<file path="src/rtl/sclk_pair_pkg.sv">
package sclk_pair_pkg;
  typedef enum logic [2:0] {
    PS_IDLE,
    PS_RDIV,
    PS_LAUNCH,
    PS_CAND,
    PS_FINAL
  } pair_state_e;
endpackage

</file>
<file path="src/rtl/sclk_pair_div.sv">
// Serial restoring divider producing a ceiling quotient; one bit per cycle.
module sclk_pair_div #(
  parameter int W = 32
) (
  input  logic         clk,
  input  logic         rst_n,
  input  logic         go,
  input  logic [W-1:0] num,
  input  logic [W-1:0] den,
  output logic         fin,
  output logic [W-1:0] ceil_q
);
  localparam int CW = $clog2(W + 1);

  logic [W:0]    rem_q;
  logic [W-1:0]  quo_q;
  logic [W-1:0]  den_q;
  logic [CW-1:0] cnt_q;
  logic          run_q;
  logic          fin_q;
  logic [W:0]    shifted;
  logic [W+1:0]  trial;

  always_comb begin
    shifted = {rem_q[W-1:0], quo_q[W-1]};
    trial   = {1'b0, shifted} - {2'b00, den_q};
  end

  always_ff @(posedge clk or negedge rst_n) begin
    if (!rst_n) begin
      rem_q <= '0;
      quo_q <= '0;
      den_q <= '0;
      cnt_q <= '0;
      run_q <= 1'b0;
      fin_q <= 1'b0;
    end else if (go) begin
      rem_q <= '0;
      quo_q <= num;
      den_q <= den;
      cnt_q <= CW'(W);
      run_q <= 1'b1;
      fin_q <= 1'b0;
    end else if (run_q) begin
      rem_q <= trial[W+1] ? shifted : trial[W:0];
      quo_q <= {quo_q[W-2:0], ~trial[W+1]};
      cnt_q <= cnt_q - 1'b1;
      if (cnt_q == CW'(1)) begin
        run_q <= 1'b0;
        fin_q <= 1'b1;
      end
    end else begin
      fin_q <= 1'b0;
    end
  end

  assign fin    = fin_q;
  assign ceil_q = quo_q + W'(rem_q != '0);

  AST_DIV_REM_BELOW_DEN: assert property (@(posedge clk) disable iff (!rst_n)
    fin_q |-> (rem_q < {1'b0, den_q}));
endmodule

</file>
<file path="src/rtl/sclk_pair_best.sv">
// Keeps the smallest-product candidate seen since the last init.
module sclk_pair_best #(
  parameter int FREQ_W     = 32,
  parameter int SAMPLE_MAX = 8,
  parameter int STEP_LO    = 64
) (
  input  logic                               clk,
  input  logic                               rst_n,
  input  logic                               init,
  input  logic [$clog2(STEP_LO):0]           lim,
  input  logic                               cand_en,
  input  logic [$clog2(SAMPLE_MAX):0]        cand_s,
  input  logic [FREQ_W-1:0]                  cand_step,
  output logic                               upd,
  output logic [$clog2(SAMPLE_MAX)+$clog2(STEP_LO)+1:0] cand_prod,
  output logic [$clog2(SAMPLE_MAX):0]        best_s,
  output logic [$clog2(STEP_LO):0]           best_step,
  output logic [$clog2(SAMPLE_MAX)+$clog2(STEP_LO)+1:0] best_p
);
  localparam int SV_W = $clog2(SAMPLE_MAX) + 1;
  localparam int TV_W = $clog2(STEP_LO) + 1;
  localparam int PW   = SV_W + TV_W;

  logic fits;

  always_comb begin
    fits      = cand_step <= FREQ_W'(lim);
    cand_prod = PW'(cand_s) * PW'(cand_step[TV_W-1:0]);
    upd       = cand_en && fits && (cand_prod < best_p);
  end

  always_ff @(posedge clk or negedge rst_n) begin
    if (!rst_n) begin
      best_s    <= '0;
      best_step <= '0;
      best_p    <= '0;
    end else if (init) begin
      best_s    <= SV_W'(SAMPLE_MAX);
      best_step <= lim;
      best_p    <= PW'(SAMPLE_MAX) * PW'(lim);
    end else if (upd) begin
      best_s    <= cand_s;
      best_step <= cand_step[TV_W-1:0];
      best_p    <= cand_prod;
    end
  end

  AST_BEST_NEVER_GROWS: assert property (@(posedge clk) disable iff (!rst_n)
    !init |=> (best_p <= $past(best_p)));
  AST_BEST_STEP_IN_LIMIT: assert property (@(posedge clk) disable iff (!rst_n)
    upd |-> (cand_step <= FREQ_W'(lim)));
endmodule

</file>
<file path="src/rtl/sclk_pair_finder.sv">
module sclk_pair_finder #(
  parameter int FREQ_W     = 32,
  parameter int SAMPLE_MAX = 8,
  parameter int STEP_LO    = 64,
  parameter int STEP_HI    = 8,
  parameter int HS_CAP     = 3400000,
  parameter int FS_EDGE    = 400000
) (
  input  logic                            clk,
  input  logic                            rst_n,
  input  logic                            start,
  input  logic [FREQ_W-1:0]               src_hz,
  input  logic [FREQ_W-1:0]               tgt_hz,
  output logic                            done,
  output logic [$clog2(SAMPLE_MAX)-1:0]   sample_code,
  output logic [$clog2(STEP_LO)-1:0]      step_code,
  output logic                            hs_sel,
  output logic                            unsupported
);
  import sclk_pair_pkg::*;

  localparam int SC_W = $clog2(SAMPLE_MAX);
  localparam int ST_W = $clog2(STEP_LO);
  localparam int SV_W = SC_W + 1;
  localparam int TV_W = ST_W + 1;
  localparam int PW   = SV_W + TV_W;
  localparam int MW   = FREQ_W + PW + 2;

  pair_state_e       st_q;
  logic [FREQ_W-1:0] src_q, tgt_q, need_q;
  logic              hs_q;
  logic [SV_W-1:0]   s_q;

  logic [FREQ_W-1:0] clamp;
  logic              clamp_hs;
  logic [TV_W-1:0]   lim;
  logic              div_go, div_fin;
  logic [FREQ_W-1:0] div_num, div_den, div_ceil;
  logic              best_init, cand_en, upd, hit;
  logic [PW-1:0]     cand_prod, best_p;
  logic [SV_W-1:0]   best_s;
  logic [TV_W-1:0]   best_step;
  logic [MW-1:0]     bound;
  logic              too_slow;

  always_comb begin
    clamp     = (tgt_hz > FREQ_W'(HS_CAP)) ? FREQ_W'(HS_CAP) : tgt_hz;
    clamp_hs  = clamp > FREQ_W'(FS_EDGE);
    lim       = hs_q ? TV_W'(STEP_HI) : TV_W'(STEP_LO);
    div_go    = ((st_q == PS_IDLE) && start && (tgt_hz != '0)) || (st_q == PS_LAUNCH);
    div_num   = (st_q == PS_IDLE) ? (src_hz >> 1) : need_q;
    div_den   = (st_q == PS_IDLE) ? clamp : FREQ_W'(s_q);
    best_init = (st_q == PS_RDIV) && div_fin;
    cand_en   = (st_q == PS_CAND) && div_fin;
    hit       = upd && (FREQ_W'(cand_prod) == need_q);
    // floor(src/(2p)) > t  <=>  src >= 2p(t+1)
    bound     = (MW'(best_p) * (MW'(tgt_q) + MW'(1))) << 1;
    too_slow  = MW'(src_q) >= bound;
  end

  sclk_pair_div #(.W(FREQ_W)) u_div (
    .clk   (clk),
    .rst_n (rst_n),
    .go    (div_go),
    .num   (div_num),
    .den   (div_den),
    .fin   (div_fin),
    .ceil_q(div_ceil)
  );

  sclk_pair_best #(
    .FREQ_W    (FREQ_W),
    .SAMPLE_MAX(SAMPLE_MAX),
    .STEP_LO   (STEP_LO)
  ) u_best (
    .clk      (clk),
    .rst_n    (rst_n),
    .init     (best_init),
    .lim      (lim),
    .cand_en  (cand_en),
    .cand_s   (s_q),
    .cand_step(div_ceil),
    .upd      (upd),
    .cand_prod(cand_prod),
    .best_s   (best_s),
    .best_step(best_step),
    .best_p   (best_p)
  );

  always_ff @(posedge clk or negedge rst_n) begin
    if (!rst_n) begin
      st_q        <= PS_IDLE;
      src_q       <= '0;
      tgt_q       <= '0;
      need_q      <= '0;
      hs_q        <= 1'b0;
      s_q         <= '0;
      done        <= 1'b0;
      sample_code <= '0;
      step_code   <= '0;
      hs_sel      <= 1'b0;
      unsupported <= 1'b0;
    end else begin
      done <= 1'b0;
      case (st_q)
        PS_IDLE: begin
          if (start) begin
            if (tgt_hz == '0) begin
              sample_code <= '0;
              step_code   <= '0;
              hs_sel      <= 1'b0;
              unsupported <= 1'b1;
              done        <= 1'b1;
            end else begin
              src_q <= src_hz;
              tgt_q <= clamp;
              hs_q  <= clamp_hs;
              st_q  <= PS_RDIV;
            end
          end
        end
        PS_RDIV: begin
          if (div_fin) begin
            need_q <= div_ceil;
            s_q    <= SV_W'(1);
            st_q   <= PS_LAUNCH;
          end
        end
        PS_LAUNCH: st_q <= PS_CAND;
        PS_CAND: begin
          if (div_fin) begin
            if (hit || (s_q == SV_W'(SAMPLE_MAX))) begin
              st_q <= PS_FINAL;
            end else begin
              s_q  <= s_q + 1'b1;
              st_q <= PS_LAUNCH;
            end
          end
        end
        PS_FINAL: begin
          sample_code <= SC_W'(best_s - 1'b1);
          step_code   <= ST_W'(best_step - 1'b1);
          hs_sel      <= hs_q;
          unsupported <= too_slow;
          done        <= 1'b1;
          st_q        <= PS_IDLE;
        end
        default: st_q <= PS_IDLE;
      endcase
    end
  end

  AST_DONE_SINGLE: assert property (@(posedge clk) disable iff (!rst_n)
    done |=> !done);
  AST_RESULT_HOLD: assert property (@(posedge clk) disable iff (!rst_n)
    !done |-> $stable({sample_code, step_code, hs_sel, unsupported}));
  AST_ZERO_REJECT: assert property (@(posedge clk) disable iff (!rst_n)
    ((st_q == PS_IDLE) && start && (tgt_hz == '0)) |=> (done && unsupported));
  AST_HS_STEP_CAP: assert property (@(posedge clk) disable iff (!rst_n)
    (done && hs_sel) |-> (int'(step_code) < STEP_HI));
  AST_BUSY_NO_RESTART: assert property (@(posedge clk) disable iff (!rst_n)
    (st_q == PS_CAND && !div_fin) |=> (st_q == PS_CAND));
endmodule

</file>
<file path="config.mk">
export PLATFORM = sky130hd
export DESIGN_NAME = sclk_pair_finder
export DESIGN_NICKNAME = d
export VERILOG_FILES = /design/src/rtl/sclk_pair_pkg.sv /design/src/rtl/sclk_pair_div.sv /design/src/rtl/sclk_pair_best.sv /design/src/rtl/sclk_pair_finder.sv
export SDC_FILE = /design/constraint.sdc
export NUM_CORES = 2
export LEC_CHECK = 0
export ABC_CLOCK_PERIOD_IN_PS = 11800
export CAP_MARGIN = 20
export CELL_PAD_IN_SITES_DETAIL_PLACEMENT = 2
export CELL_PAD_IN_SITES_GLOBAL_PLACEMENT = 2
export CORE_MARGIN = 8
export CORE_UTILIZATION = 45
export DETAILED_ROUTE_END_ITERATION = 12
export DONT_BUFFER_PORTS = 1
export MAX_ROUTING_LAYER = met4
export PLACE_DENSITY_LB_ADDON = 0.1
export SETUP_SLACK_MARGIN = 0.4
export SYNTH_ARGS = -nofsm -noshare
export SYNTH_HDL_FRONTEND = slang
export SYNTH_SLANG_ARGS = --single-unit
</file>
<file path="constraint.sdc">
create_clock -name clk -period 11.8 [get_ports clk]
set_input_delay 3.54 -clock clk [delete_from_list [all_inputs] [get_ports clk]]
set_output_delay 3.54 -clock clk [all_outputs]
set_load 0.05 [all_outputs]
</file>
# Word level (Yosys, flattened, before mapping)
# Cells that the tools add are included.
# totals
regBits	241
word_cells	120
output_inout_bits	12
# op_classes
addsub	7
n_eq_ne	14
n_reduce_logical	22
bitwise_logic	2
multipliers	2
mux	48
n_lt_le_gt_ge	5
# ops
cell	count
$mux W32	5
$mux W33	3
$ge A32 B45 Y1	1
$mul A11 B33 Y44	1
$mux W6	6
$sub A33 B32 Y34	1
$add A32 B1 Y33 const B	1
$reduce_bool A33 Y1	1
$add A32 B1 Y32	1
$eq A11 B32 Y1	1
$gt A32 B19 Y1 const B	1
$gt A32 B22 Y1 const B	1
$le A32 B7 Y1	1
$logic_not A32 Y1	1
$reduce_bool A32 Y1	1
$mux W3	9
$mux W11	2
$mux W1	12
$mux W4	3
$pmux W3 S4	1
$pmux W6 S2	1
$sub A6 B1 Y6 const B	2
$lt A11 B11 Y1	1
$mul A4 B7 Y11	1
22 further kinds	42

# Logic depth before layout (Yosys ltp)
# depth
depth_word	10
depth_mapped	38

# Hierarchy
# Synthesis repeated with hierarchy kept, for this count alone.
# unflattened
cells_unflattened	3226
area_unflattened_um2	27510.1
# modules_own_cells
mod	cells_per_inst	area_per_inst_um2	n_inst	seq_area_each_um2
sclk_pair_finder	2062	17847.1	1	2902.8
sclk_pair_div	872	7200.7	1	2627.5
sclk_pair_best	292	2462.4	1	550.5

# Least setup slack after synthesis
# OpenSTA, ideal clock, no wires.
# synth_timing
kind	reg2reg
from	register tgt_q[3]
to	register unsupported
required_time_ps	11705
period_less_slack_ps	7654
setup_time_ps	95
stages_incl_launch_ff	37
arrival_ps	7558
slack_ps	4146
cell_sequence	dfrtp_1 and3_1 and3_1 nand4_1 nor2_1 nand2_1 nor2_1 nand3_1 xor2_1 nor2_1 fa_1 inv_1 fa_1 inv_1 fa_1 fa_1 inv_1 fa_1 inv_1 ha_1 clkbuf_1 o21a_1 o31ai_1 a31oi_1 nor2_1 xor2_1 ha_1 o21ai_0 nand2b_1 a21oi_1 a2111oi_0 nand3_1 nor3_1 o211ai_1 a211oi_1 o2111ai_1 o31ai_1
# synth_between
elab_chain_len	4
# synth_lines
item	line	rtl
start: declaration	sclk_pair_finder.sv:30	logic [FREQ_W-1:0] src_q, tgt_q, need_q;
start signal: assignment	sclk_pair_finder.sv:116	tgt_q <= clamp;
$add A32 B1 Y33	sclk_pair_finder.sv:57	bound = (MW'(best_p) * (MW'(tgt_q) + MW'(1))) << 1;
$mul A11 B33 Y44	sclk_pair_finder.sv:57	
$ge A32 B45 Y1	sclk_pair_finder.sv:58	too_slow = MW'(src_q) >= bound;
$pmux W1 S2	sclk_pair_finder.sv:105	case (st_q)
end signal: assignment	sclk_pair_finder.sv:144	unsupported <= too_slow;
end: declaration	sclk_pair_finder.sv:18	output logic unsupported
# Every way passes these cells.
# A chain may end at the register's enable or synchronous reset.

# Worst setup path in the final report
# layout_timing
from	register tgt_q[0]
to	register unsupported
# The elaborated chain is that of the path after synthesis.

==> results.py <==
metrics = {
    "status": {
        "status": "finished clean",
    },
    "clock_tree": {
        "cts_root_buf": "clkbuf_16",
        "clockBufferDepth": 3,
        "cts-buffers-inserted": 29,
        "cts_setup_buffers": 0,
        "clk-insertion-delay-late_ps": 580,
        "path_clk_slew_ps": 60,
        "cts_resized": 0,
        "cts_tree": "built",
        "cts_num_sinks": 241,
        "postCtsHoldBufs": 0,
        "h-tree-depth": 1,
    },
    "grt": {
        "grt_pass1_vias": 26085,
        "grt_use_met1_pct": 36.1,
        "track_usage_pct": 30.6,
        "grt_start_max_net_pins": 242,
        "grtUsageMet3_pct": 3.98,
        "globalRouteMet2Util_pct": 52.7,
        "antenna_found_initial": 3,
        "busiest_layer": "met2",
        "grt_pass1_wl_mm": 156,
        "gr-total-overflow": 0,
    },
    "final_layout": {
        "layout-drive-gt1-share_pct": 4.21,
        "final_core_util_pct": 48.2,
        "layout.cells.non_filler": 3819,
        "filler_cell_count": 6454,
        "area_delta_synth_final_pct": 6.75,
        "finish.instance_area_um2": 28200,
        "final_nets": 3554,
    },
    "floorplan": {
        "die-area_um2": 66800,
        "io_pins": 79,
        "start_util_pct": 45.1,
        "die_y_um": 258,
        "die_w_um": 258,
        "rows": 89,
        "core_area_um2": 58600,
    },
    "drt": {
        "first_iter_violations": 980,
        "ant_nets": 0,
        "avgViaCountPerCell": 5.90,
        "drt_wl_total_mm": 99.7,
        "drc": 0,
        "drtPass1Iterations": 5,
        "wl_per_cell_um": 26.1,
        "vias": 22520,
    },
    "timing": {
        "setup_viol": 0,
        "slew_viol_final": 0,
        "worst_slew_pin_slew_ps": 1100,
        "setup_ws_ps": 2240,
        "fmax_mhz": 105,
        "whs_ps": 496,
        "min_period_over_period_pct": 81.0,
        "relSlewSlack_pct": 26.4,
        "hold_viol": 0,
        "period_minus_slack_ps": 9560,
        "finClkSkew_ps": 24.6,
        "setup_tns_ps": 0,
        "rsz0062_at_grt": "false",
    },
    "critical_path": {
        "critPathRequiredTime_ps": 12280,
        "path_max_fanout": 17,
        "slowest_delay_ps": 860,
        "critPathLaunchType": "flip-flop",
        "worstPathArrival_ps": 10040,
        "worstReg2RegStart": "tgt_q[0]$_DFFE_PN0P_",
        "cp-startpoint": "tgt_q[0]$_DFFE_PN0P_",
        "cpMaxStageDelayCell": "xnor2_1",
        "crit_top_cell": "fa_1",
        "end_kind": "flip-flop",
        "critical_path_class": "flip-flop to flip-flop",
    },
    "logic_synthesis": {
        "syn_nets": 3629,
        "synth_seq_cells": 241,
        "syn_area_um2": 26400,
        "synth_top_area_share_pct": 22.8,
        "synth_edf_count": 0,
        "ys_warn_count": 0,
        "synthArstFlopShare_pct": 100,
        "syn_avg_cell_area_um2": 8.55,
        "syn-instance-count": 3092,
        "synth_area_leaders": "dfrtp_1 (23%), fa_1 (22%), ha_1 (8.6%), nand2_1 (7.4%), inv_1 (4.5%)",
        "synthFlopType": "dfrtp_1",
        "yosys.area.top_type": "dfrtp_1",
        "yosysSeqAreaShare_pct": 22.8,
        "ys_types": 74,
    },
    "place": {
        "place_worst_setup_slack_ps": 2330,
        "gp_congestion": 0.890,
        "numPortBuffers": 0,
        "dpl.hpwl_mm": 77.2,
        "dp_cells": 3754,
        "placed_area_um2": 27100,
    },
    "run": {
        "maxCapViolCount": 0,
    },
    "min_path": {
        "hp-class": "flip-flop to flip-flop",
        "holdCritStartpoint": "src_q[27]$_DFFE_PN0P_",
    },
    "power": {
        "ir_drop_v": 0.000118,
        "p_leak_nw": 13.8,
        "p_total_mw": 1.80,
        "powerDensity_nw_per_um2": 63.7,
    },
}
==> synth_stat cells, drive strengths merged, types with 4 or more instances <==
cell type / number
or4: 6
dfrtp: 241
o211ai: 18
a31oi: 55
and3: 24
and4: 11
inv: 317
o21ai: 147
a21o: 49
a211oi: 47
o21bai: 9
buf: 12
fa: 289
o21a: 12
clkbuf: 132
a21boi: 5
nor3: 34
or2: 6
o31ai: 8
xnor2: 83
a221oi: 5
a31o: 5
nor2: 254
or3: 9
o2111ai: 5
nor4: 26
o22ai: 7
and2: 106
o211a: 12
xor2: 71
nor2b: 49
mux2i: 25
nand2: 519
a2111oi: 4
a21oi: 127
nand4: 30
o41ai: 4
a211o: 5
nand2b: 28
mux2: 9
nand3: 64
ha: 181
nand4b: 5
==> cells by family (layout without fill, tap and decap cells) <==
family	Yosys count	count (layout)	synth area share (%)
simple gates	1181	1181	20.6
compound gates	549	549	13.1
fa+ha+maj	470	470	30.4
buf+inv	463	411	6.63
flops	241	241	22.8
xor+xnor	154	154	5.10
mux	34	34	1.33
other cells	0	6	0
==> layer usage <==
layer / up-vias / wire [um]
li1: 10048 / -
met1: 11855 / 40500
met2: 442 / 51100
met3: 175 / 4050
met4: 0 / 4140
met5: - / 0
==> layout make-up <==
| cell class | instances | area (um2) | share of cell area [%] |
|---|---|---|---|
| multi-input cells | 2388 | 18700 | 66.2 |
| flip-flops and latches | 241 | 6030 | 21.4 |
| well taps | 773 | 967 | 3.43 |
| clock buffers | 42 | 875 | 3.10 |
| repair buffers | 38 | 285 | 1.01 |
| clock inverters | 12 | 153 | 0.541 |
| diodes | 6 | 15.0 | 0.0532 |
| inverters | 319 | 1200 | 4.24 |
==> cell usage in the layout (no fill, tap or decap), drive strengths merged, types with 25 or more instances in the layout <==
| master | instances |
|---|---|
| fa | 289 |
| nor2 | 254 |
| a31oi | 55 |
| nand2 | 519 |
| mux2i | 25 |
| buf | 37 |
| and2 | 106 |
| clkbuf | 43 |
| nor2b | 49 |
| nor3 | 34 |
| xor2 | 71 |
| nand4 | 30 |
| a211oi | 47 |
| nor4 | 26 |
| ha | 181 |
| nand3 | 64 |
| o21ai | 147 |
| a21oi | 127 |
| nand2b | 28 |
| dfrtp | 241 |
| xnor2 | 83 |
| a21o | 49 |
| inv | 319 |
==> power breakdown <==
part	switching [mW]	total [mW]	leakage, nW	internal, mW
Combinational	0.000840	0.00253	10.2	0.00168
Sequential	0	0.826	3.12	0.826
Clock	0.388	0.968	0.502	0.580
Total	0.389	1.80	13.8	1.41
==> flip-flops by register name, indices dropped and copies added (netlist names), 11 cells and up <==
signal,flops
need_q,32
src_q,32
tgt_q,32
u_best.best_p,11
u_div.den_q,32
u_div.quo_q,32
u_div.rem_q,33
==> worst max-delay path, delay by kind of cell (launching register included) <==
| family | cells | cell delay (ps) |
|---|---|---|
| and+or+nand+nor | 10 | 1720 |
| adders and majority gates | 8 | 3710 |
| xor gates and xnor gates | 2 | 960 |
| buffers and inverters | 2 | 180 |
| DFF | 1 | 700 |
| AOI/OAI and AO/OA | 12 | 2190 |
==> worst paths after layout <==
path / to / slack, ps / depth (start not counted)
worst max register to register: unsupported$_DFFE_PN0P_ / 2240 / 34
min in group asynchronous: u_div.den_q[31]$_DFFE_PN0N_ / 2670 / 0
worst min register to register: src_q[27]$_DFFE_PN0P_ / 500 / 2
worst max-delay path: unsupported$_DFFE_PN0P_ / 2240 / 34
max in group asynchronous: u_div.run_q$_DFF_PN0_ / 8490 / 0
worst min-delay path: src_q[27]$_DFFE_PN0P_ / 500 / 2
(Power assumes the default switching activity.)
